`src/rtl/swd_pkg.sv`:
```
package swd_pkg;
  localparam int SW_N  = 8;
  localparam int SEG_W = 7;

  // Returns 1..8 for the lowest set bit, 0 when no bit is set.
  function automatic logic [3:0] lowest_closed(input logic [SW_N-1:0] sw);
    logic [3:0] n;
    n = 4'd0;
    for (int k = SW_N - 1; k >= 0; k--) begin
      if (sw[k]) n = 4'(k + 1);
    end
    return n;
  endfunction

  // Segment pattern for a digit, bit0 = a ... bit6 = g, active high.
  function automatic logic [SEG_W-1:0] digit_seg(input logic [3:0] d);
    logic [SEG_W-1:0] s;
    unique case (d)
      4'd1:    s = 7'b0000110;
      4'd2:    s = 7'b1011011;
      4'd3:    s = 7'b1001111;
      4'd4:    s = 7'b1100110;
      4'd5:    s = 7'b1101101;
      4'd6:    s = 7'b1111101;
      4'd7:    s = 7'b0000111;
      4'd8:    s = 7'b1111111;
      default: s = 7'b0000000;
    endcase
    return s;
  endfunction
endpackage

```
`src/rtl/swd_decode.sv`:
```
module swd_decode #(
  parameter int          ADDR_W      = 16,
  parameter logic [15:0] PORT_ADDR   = 16'h0740,
  parameter bit          FULL_DECODE = 1'b1,
  parameter int          LITE_BITS   = 4
) (
  input  logic [ADDR_W-1:0] io_addr,
  input  logic              mem_io_sel,
  output logic              hit
);
  logic addr_match;
  generate
    if (FULL_DECODE) begin : g_full
      assign addr_match = (io_addr == PORT_ADDR[ADDR_W-1:0]);
    end else begin : g_lite
      assign addr_match = (io_addr[LITE_BITS-1:0] == PORT_ADDR[LITE_BITS-1:0]);
    end
  endgenerate
  assign hit = addr_match && !mem_io_sel;
endmodule

```
`src/rtl/swd_latch.sv`:
```
module swd_latch #(
  parameter int DATA_W = 8
) (
  input  logic              clk,
  input  logic              rst_n,
  input  logic              load,
  input  logic [DATA_W-1:0] d,
  output logic [DATA_W-1:0] q
);
  always_ff @(posedge clk or negedge rst_n) begin
    if (!rst_n)    q <= '0;
    else if (load) q <= d;
  end
endmodule

```
`src/rtl/swd_display.sv`:
```
module swd_display
  import swd_pkg::*;
#(
  parameter int DATA_W = 8
) (
  input  logic [DATA_W-1:0] ctl,
  input  logic [SW_N-1:0]   switches,
  output logic [SEG_W-1:0]  seg
);
  localparam int AUTO_BIT = DATA_W - 1;
  logic [3:0] key_num;
  assign key_num = lowest_closed(switches);
  always_comb begin
    if (ctl[AUTO_BIT]) seg = digit_seg(key_num);
    else               seg = ctl[SEG_W-1:0];
  end
endmodule

```
`src/rtl/swd_port.sv`:
```
module swd_port
  import swd_pkg::*;
#(
  parameter int          ADDR_W      = 16,
  parameter int          DATA_W      = 8,
  parameter logic [15:0] PORT_ADDR   = 16'h0740,
  parameter bit          FULL_DECODE = 1'b1
) (
  input  logic              clk,
  input  logic              rst_n,
  input  logic [ADDR_W-1:0] io_addr,
  input  logic              mem_io_sel,
  input  logic              rd_stb,
  input  logic              wr_stb,
  input  logic [DATA_W-1:0] wdata,
  input  logic [SW_N-1:0]   switches,
  output logic [DATA_W-1:0] rdata,
  output logic              rdata_oe,
  output logic [SEG_W-1:0]  seg
);
  logic              port_hit;
  logic              rd_hit;
  logic              wr_hit;
  logic [DATA_W-1:0] latch_q;

  swd_decode #(
    .ADDR_W(ADDR_W), .PORT_ADDR(PORT_ADDR), .FULL_DECODE(FULL_DECODE), .LITE_BITS(4)
  ) u_dec (
    .io_addr(io_addr), .mem_io_sel(mem_io_sel), .hit(port_hit)
  );

  assign rd_hit = port_hit && rd_stb;
  assign wr_hit = port_hit && wr_stb;

  assign rdata_oe = rd_hit;
  assign rdata    = rd_hit ? DATA_W'(switches) : '0;

  swd_latch #(.DATA_W(DATA_W)) u_lat (
    .clk(clk), .rst_n(rst_n), .load(wr_hit), .d(wdata), .q(latch_q)
  );

  swd_display #(.DATA_W(DATA_W)) u_disp (
    .ctl(latch_q), .switches(switches), .seg(seg)
  );
endmodule

```
`config.mk`:
```
export PLATFORM = sky130hd
export DESIGN_NAME = swd_port
export DESIGN_NICKNAME = d
export VERILOG_FILES = /design/src/rtl/swd_pkg.sv /design/src/rtl/swd_decode.sv /design/src/rtl/swd_latch.sv /design/src/rtl/swd_display.sv /design/src/rtl/swd_port.sv
export SDC_FILE = /design/constraint.sdc
export NUM_CORES = 1
export LEC_CHECK = 0
export BUFFER_PORTS_ARGS = -buffer_cell sky130_fd_sc_hd__buf_2
export CORE_MARGIN = 2
export CORE_UTILIZATION = 39
export CTS_CLUSTER_DIAMETER = 200
export DETAILED_ROUTE_END_ITERATION = 12
export PLACE_DENSITY_LB_ADDON = 0.05
export SETUP_SLACK_MARGIN = 0.5
export SYNTH_ARGS = -nofsm -noshare
export SYNTH_HDL_FRONTEND = slang
export SYNTH_SLANG_ARGS = --single-unit
```
`constraint.sdc`:
```
create_clock -name clk -period 3.08 [get_ports clk]
set_clock_uncertainty 0.05 [all_clocks]
set_input_delay 0.616 -clock clk [delete_from_list [all_inputs] [get_ports clk]]
set_output_delay 0.616 -clock clk [all_outputs]
set_load 0.03 [all_outputs]
```
## Word-level counts from Yosys, hierarchy flattened

Memory sizes are Yosys's and may differ from the RTL's.
Cells that the tools add are included.
Widths: inputs -> output; s select.

| operators by class | value |
|---|---|
| eq/ne operators | 1 |
| mux-type cells | 10 |
| reductions and logical operators | 4 |

Operator list:

| cell | number |
|---|---|
| $mux 4 | 8 |
| $eq 16x11->1 const B | 1 |
| $mux 8 | 1 |
| $mux 7 | 1 |
| $logic_and 1x1->1 | 3 |
| $logic_not 1->1 | 1 |

| word-level totals | value |
|---|---|
| flip-flop bits (word level) | 8 |
| memory bits (read-only) | 112 |
| input bits | 37 |
| output and inout port bits | 16 |
| logic and storage cells | 17 |
| memories kept | 1 |

Memory list:

| memory | depth | width | rd ports | clocked after memory_dff | wr ports | RTL line | RTL |
|---|---|---|---|---|---|---|---|
| (no name shown) | 16 | 7 | 1 | 0 | 0 | swd_pkg.sv:18 | `unique case (d)` |

## Longest topological paths before layout

An unclocked memory read counts as a cell.

| depth | value |
|---|---|
| word-level depth | 10 |
| depth in mapped cells | 9 |
| depth with buffers taken out | 9 |

## Modules after synthesis

From an unflattened synthesis, not the netlist that was laid out.

| second synthesis, totals | value |
|---|---|
| cell total of the unflattened synthesis | 85 |
| area, all modules | 767.0 sq um |

By module, submodules not included:

| module | times used | cells each | area an instance (sq um) | seq. area each (sq um) |
|---|---|---|---|---|
| swd_latch | 1 | 17 | 331.6 | 200.2 |
| swd_display | 1 | 52 | 307.8 | 0.0 |
| swd_port | 1 | 10 | 65.1 | 0.0 |
| swd_decode | 1 | 6 | 62.6 | 0.0 |

## Worst setup path after synthesis

No wires, ideal clock.

| timing path | value |
|---|---|
| kind | in2out |
| start | input port switches[6] |
| end | output port seg[3] |
| arrival | 2.193 ns |
| slack | 0.221 ns |
| cell stages on the path | 9 |
| cell sequence | or2b_1 -> a21oi_1 -> o21bai_1 -> and2_1 -> ha_1 -> nand2_1 -> nor2_4 -> a2111oi_2 -> o22ai_1 |

| on the way | value |
|---|---|
| word-level cells in the longest chain between the ends | 9 |

Ends and longest elaborated chain:

| item | RTL line | RTL |
|---|---|---|
| from (decl) | swd_port.sv:16 | `input logic [SW_N-1:0] switches,` |
| $mux 4 (7 in series) | swd_pkg.sv:10 | `if (sw[k]) n = 4'(k + 1);` |
| $mem_v2 16x7 | n/a |  |
| $mux 7 | swd_display.sv:14 | `if (ctl[AUTO_BIT]) seg = digit_seg(key_num);` |
| to (decl) | swd_port.sv:19 | `output logic [SEG_W-1:0] seg` |

Every way passes these cells.

## Final worst setup path

| timing path | value |
|---|---|
| start | input port switches[5] |
| end | output port seg[3] |

| on the way | value |
|---|---|
| word-level cells in the longest chain between the ends | 8 |

Ends and longest elaborated chain:

| item | RTL line |
|---|---|
| $mux 4 (6 in series) | swd_pkg.sv:10 |
| $mem_v2 16x7 | n/a |
| $mux 7 | swd_display.sv:14 |

Every way passes these cells.

==> impl_results.md <==
- Fraction of synthesized cell area taken by the top area cell type: 27.5%
- Via Count: roughly 860
- Area grow syn2layout: 78.5%
- Post-DP HPWL: ~1.6 mm
- Site row count: 15
- Hold buffer count at CTS: 0
- Areal power density over the cells: 205 mW/mm^2
- Global-route congestion overflow total: 0
- Required time at the endpoint of the critical path: roughly 2.4 ns
- Final core utilization: between 70% and 80%
- Most numerous cell types in the synthesized netlist: 8 x sky130_fd_sc_hd__and2_1, 8 x sky130_fd_sc_hd__dfrtp_1, 8 x sky130_fd_sc_hd__mux2_1, 8 x sky130_fd_sc_hd__nor2_1, 7 x sky130_fd_sc_hd__inv_1
- Post-synthesis cell type with the largest combined area: sky130_fd_sc_hd__dfrtp_1
- Die width: 47.2 um
- Outcome: finished clean
- Max reg flops: 8
- Category of the worst setup path capture point: output pin
- Count of unique library cells instantiated by Yosys: 32
- Register area: 200 um^2
- Starting utilization of the core area: 41.6%
- Count of unresolved DRC violations after routing: 0
- Synth Cell Area: 727 um^2
- Data arrival, critical path: ~2.2 ns
- Number of sinks driven by the clock tree: 8
- Top routing layer in use: met4
- Path category of the worst min-delay check: input pin to asynchronous set/reset pin
- CTS tree: yes
- Layout net count: 188
- Met3 layer wire length in the routed design: roughly 59 um
- Final TNS setup: 0 ns
- Setup-violating endpoint count in the final report: 0
- Total CTS buffers: 3
- Seq cells post-synth: 8
- Share of final-layout standard cells stronger than drive strength 1: about three fifths
- Post-synthesis instance total: between 80 and 90
- Highest fanout seen on the critical path: 2
- Worst-case headroom to the max-slew limit: roughly 65%
- Part of the cycle the worst path needs: about nine tenths
- Startpoint Class: input pin
- Clock Tree Root: sky130_fd_sc_hd__clkbuf_4
- Global-route wire length before repair: around 3.3 mm
- Latest clock arrival within the worst-skew pair: about 0.25 ns
- Flip-flop cell with the highest count after synthesis: sky130_fd_sc_hd__dfrtp_1
- Most flop-heavy register: u_lat.q
- Largest registers: u_lat.q x8
- Startpoint-to-endpoint class of the critical path: input pin to output pin
- Multi-input combinational cell area: approximately 640 um^2
- Net count after synthesis: 126
- Final weighted congestion in routability-driven placement: 0.817
- Slew at the pin closest to its max-slew limit: 0.525 ns
- Count of warnings emitted by yosys: 0
- Post-layout min period: roughly 2.8 ns
- Initial antenna violation count: 0
- Filler cells: 143
- Biggest area contributors in the synthesized netlist: sky130_fd_sc_hd__dfrtp_1 28%, sky130_fd_sc_hd__mux2_1 12%, sky130_fd_sc_hd__and2_1 6.9%, sky130_fd_sc_hd__ha_1 5.2%, sky130_fd_sc_hd__a21oi_1 4.1%
- Number of global-route vias before repair: approximately 800
- Total number of H-tree levels: 1
- Wire length on met1: 855 um
- Max Buffers Root-to-Sink: 2
- Setup slack, reg-to-reg: approximately 2 ns
- Die height: roughly 47 um
- Fin. Hold Viols: 0
- Setup WS post-layout: between 0.2 and 0.25 ns
- Highest clock rate: roughly 350 MHz
- Count of routing violations after the opening detailed-route iteration: 6
- Reg2Reg Depth: 1
- Area enclosed by the die boundary: around 0.0022 mm^2
- Number of iterations in the first detailed-routing pass: 4
- Sequential element share of the synthesized area: ~28%
- Detail Route met2 WL: 1.21 mm
- Number of diodes: 0
- Post-detailed-routing wire length: between 2 and 2.5 mm
- Worst voltage drop across the vdd grid: just under 0.2 mV
- Worst reg2reg endpoint: u_lat.q[7]
- Antenna viol nets, final: 0
- Core box area: 0.00175 mm^2
- Source of the worst register-to-register timing path: u_lat.q[7]
- Mean cell area of the mapped netlist: roughly 8.5 um^2
- Max capacitance violation total: 0
- Number of buffers inserted by port buffering: between 50 and 60
- Clock Pin Slew Worst Setup and Hold Paths: 0.05 ns
- GRT Overall Usage: between 20% and 30%
- Number of flops mapped to enable cells by yosys: 0
- Leakage power: about 0.00065 uW
- Post-DR wirelength/cell: 12.5 um
- Number of ports placed on the die boundary: 53
- Dpl ws: about 0.12 ns
- RSZ-0062 raised after global routing: true
- Share of flip-flops with an asynchronous set or reset: between 90% and 100%
- Maximum number of pins on one net before global-route repair: 15
- Number of pins exceeding their max-slew limit in the final report: 0
- Vias per cell: 5.02
[repair_timing]
| item | 4_1_cts | 5_1_grt |
|---|---|---|
| pin swaps | 14 | 7 |
| gates resized for setup | 21 | 13 |
| setup endpoints to repair | 7 | 15 |
| setup buffers | 3 | 4 |
| cloned | 0 | 0 |
[per-stage QoR]
stage	hold WS [ns]	total power, uW	area [um^2]	cells
after floorplan	0.270	135	805	86
after global placement	0.412	169	1090	161
after detailed placement	0.415	170	1090	161
after CTS	0.144	259	1210	167
after global routing	0.153	281	1300	171
final	0.140	266	1300	171
[layout by cell type, fill, tap and decap left out, types with 2 or more instances in the layout]
master / instances
sky130_fd_sc_hd__and2_1: 7
sky130_fd_sc_hd__buf_6: 6
sky130_fd_sc_hd__nand2_1: 3
sky130_fd_sc_hd__nor4_4: 2
sky130_fd_sc_hd__mux2_1: 8
sky130_fd_sc_hd__inv_1: 7
sky130_fd_sc_hd__o211ai_1: 2
sky130_fd_sc_hd__clkbuf_4: 3
sky130_fd_sc_hd__nor2_2: 2
sky130_fd_sc_hd__dfrtp_1: 8
sky130_fd_sc_hd__nor3_1: 3
sky130_fd_sc_hd__o21ai_0: 2
sky130_fd_sc_hd__a21oi_2: 4
sky130_fd_sc_hd__buf_8: 2
sky130_fd_sc_hd__nor4b_1: 2
sky130_fd_sc_hd__ha_4: 2
sky130_fd_sc_hd__nor2_1: 6
sky130_fd_sc_hd__a21oi_1: 2
sky130_fd_sc_hd__buf_4: 9
sky130_fd_sc_hd__buf_2: 43
[kinds of logic (layout without fill, tap and decap cells)]
family	count (synthesis)	in the layout	share of synthesized area (%)
buffers and inverters	10	70	5.34
AND/OR/NAND/NOR	40	40	33.9
flip-flops	8	8	27.5
AO/OA/AOI/OAI	16	16	14.3
multiplexers	9	9	13.8
adder cells (fa/ha/maj)	3	3	5.16
[worst max path at each step]
stage	depth (start not counted)	from	end
6_report	9	switches[5]	seg[3]
5_1_grt	11	switches[5]	seg[6]
4_1_cts	9	switches[5]	seg[3]
3_5_place_dp	11	switches[6]	seg[6]
3_3_place_gp	11	switches[6]	seg[6]
2_1_floorplan	9	switches[6]	seg[2]
[power by group]
group	internal, uW	switching [uW]
combinational	44.0	38.7
sequential	105	0.0200
clock	44.5	33.8
total	194	72.5
[cell type report]
class	instances	area share (%)
multi-input combinational	68	49.1
sequential	8	15.4
timing repair buffer	60	29.3
inverter	7	2.03
clock buffer	3	1.74
tap	25	2.41
[critical path, stage by stage]
cell                        delay (ns)
sky130_fd_sc_hd__buf_8            0.09
sky130_fd_sc_hd__or2b_1           0.22
sky130_fd_sc_hd__a21oi_2          0.13
sky130_fd_sc_hd__o21bai_1         0.09
sky130_fd_sc_hd__and2_4           0.16
sky130_fd_sc_hd__ha_4             0.24
sky130_fd_sc_hd__a2111oi_4        0.34
sky130_fd_sc_hd__o22ai_4          0.12
sky130_fd_sc_hd__buf_6            0.16
[per-layer routing]
metal  global-route usage [%]  up-vias
met1                     23.2      403
met4                     6.67        0
met2                     39.5       22
met5                        0        -
li1                         -      431
met3                     2.31        2
No activity file was read; power rests on OpenSTA's default activity.
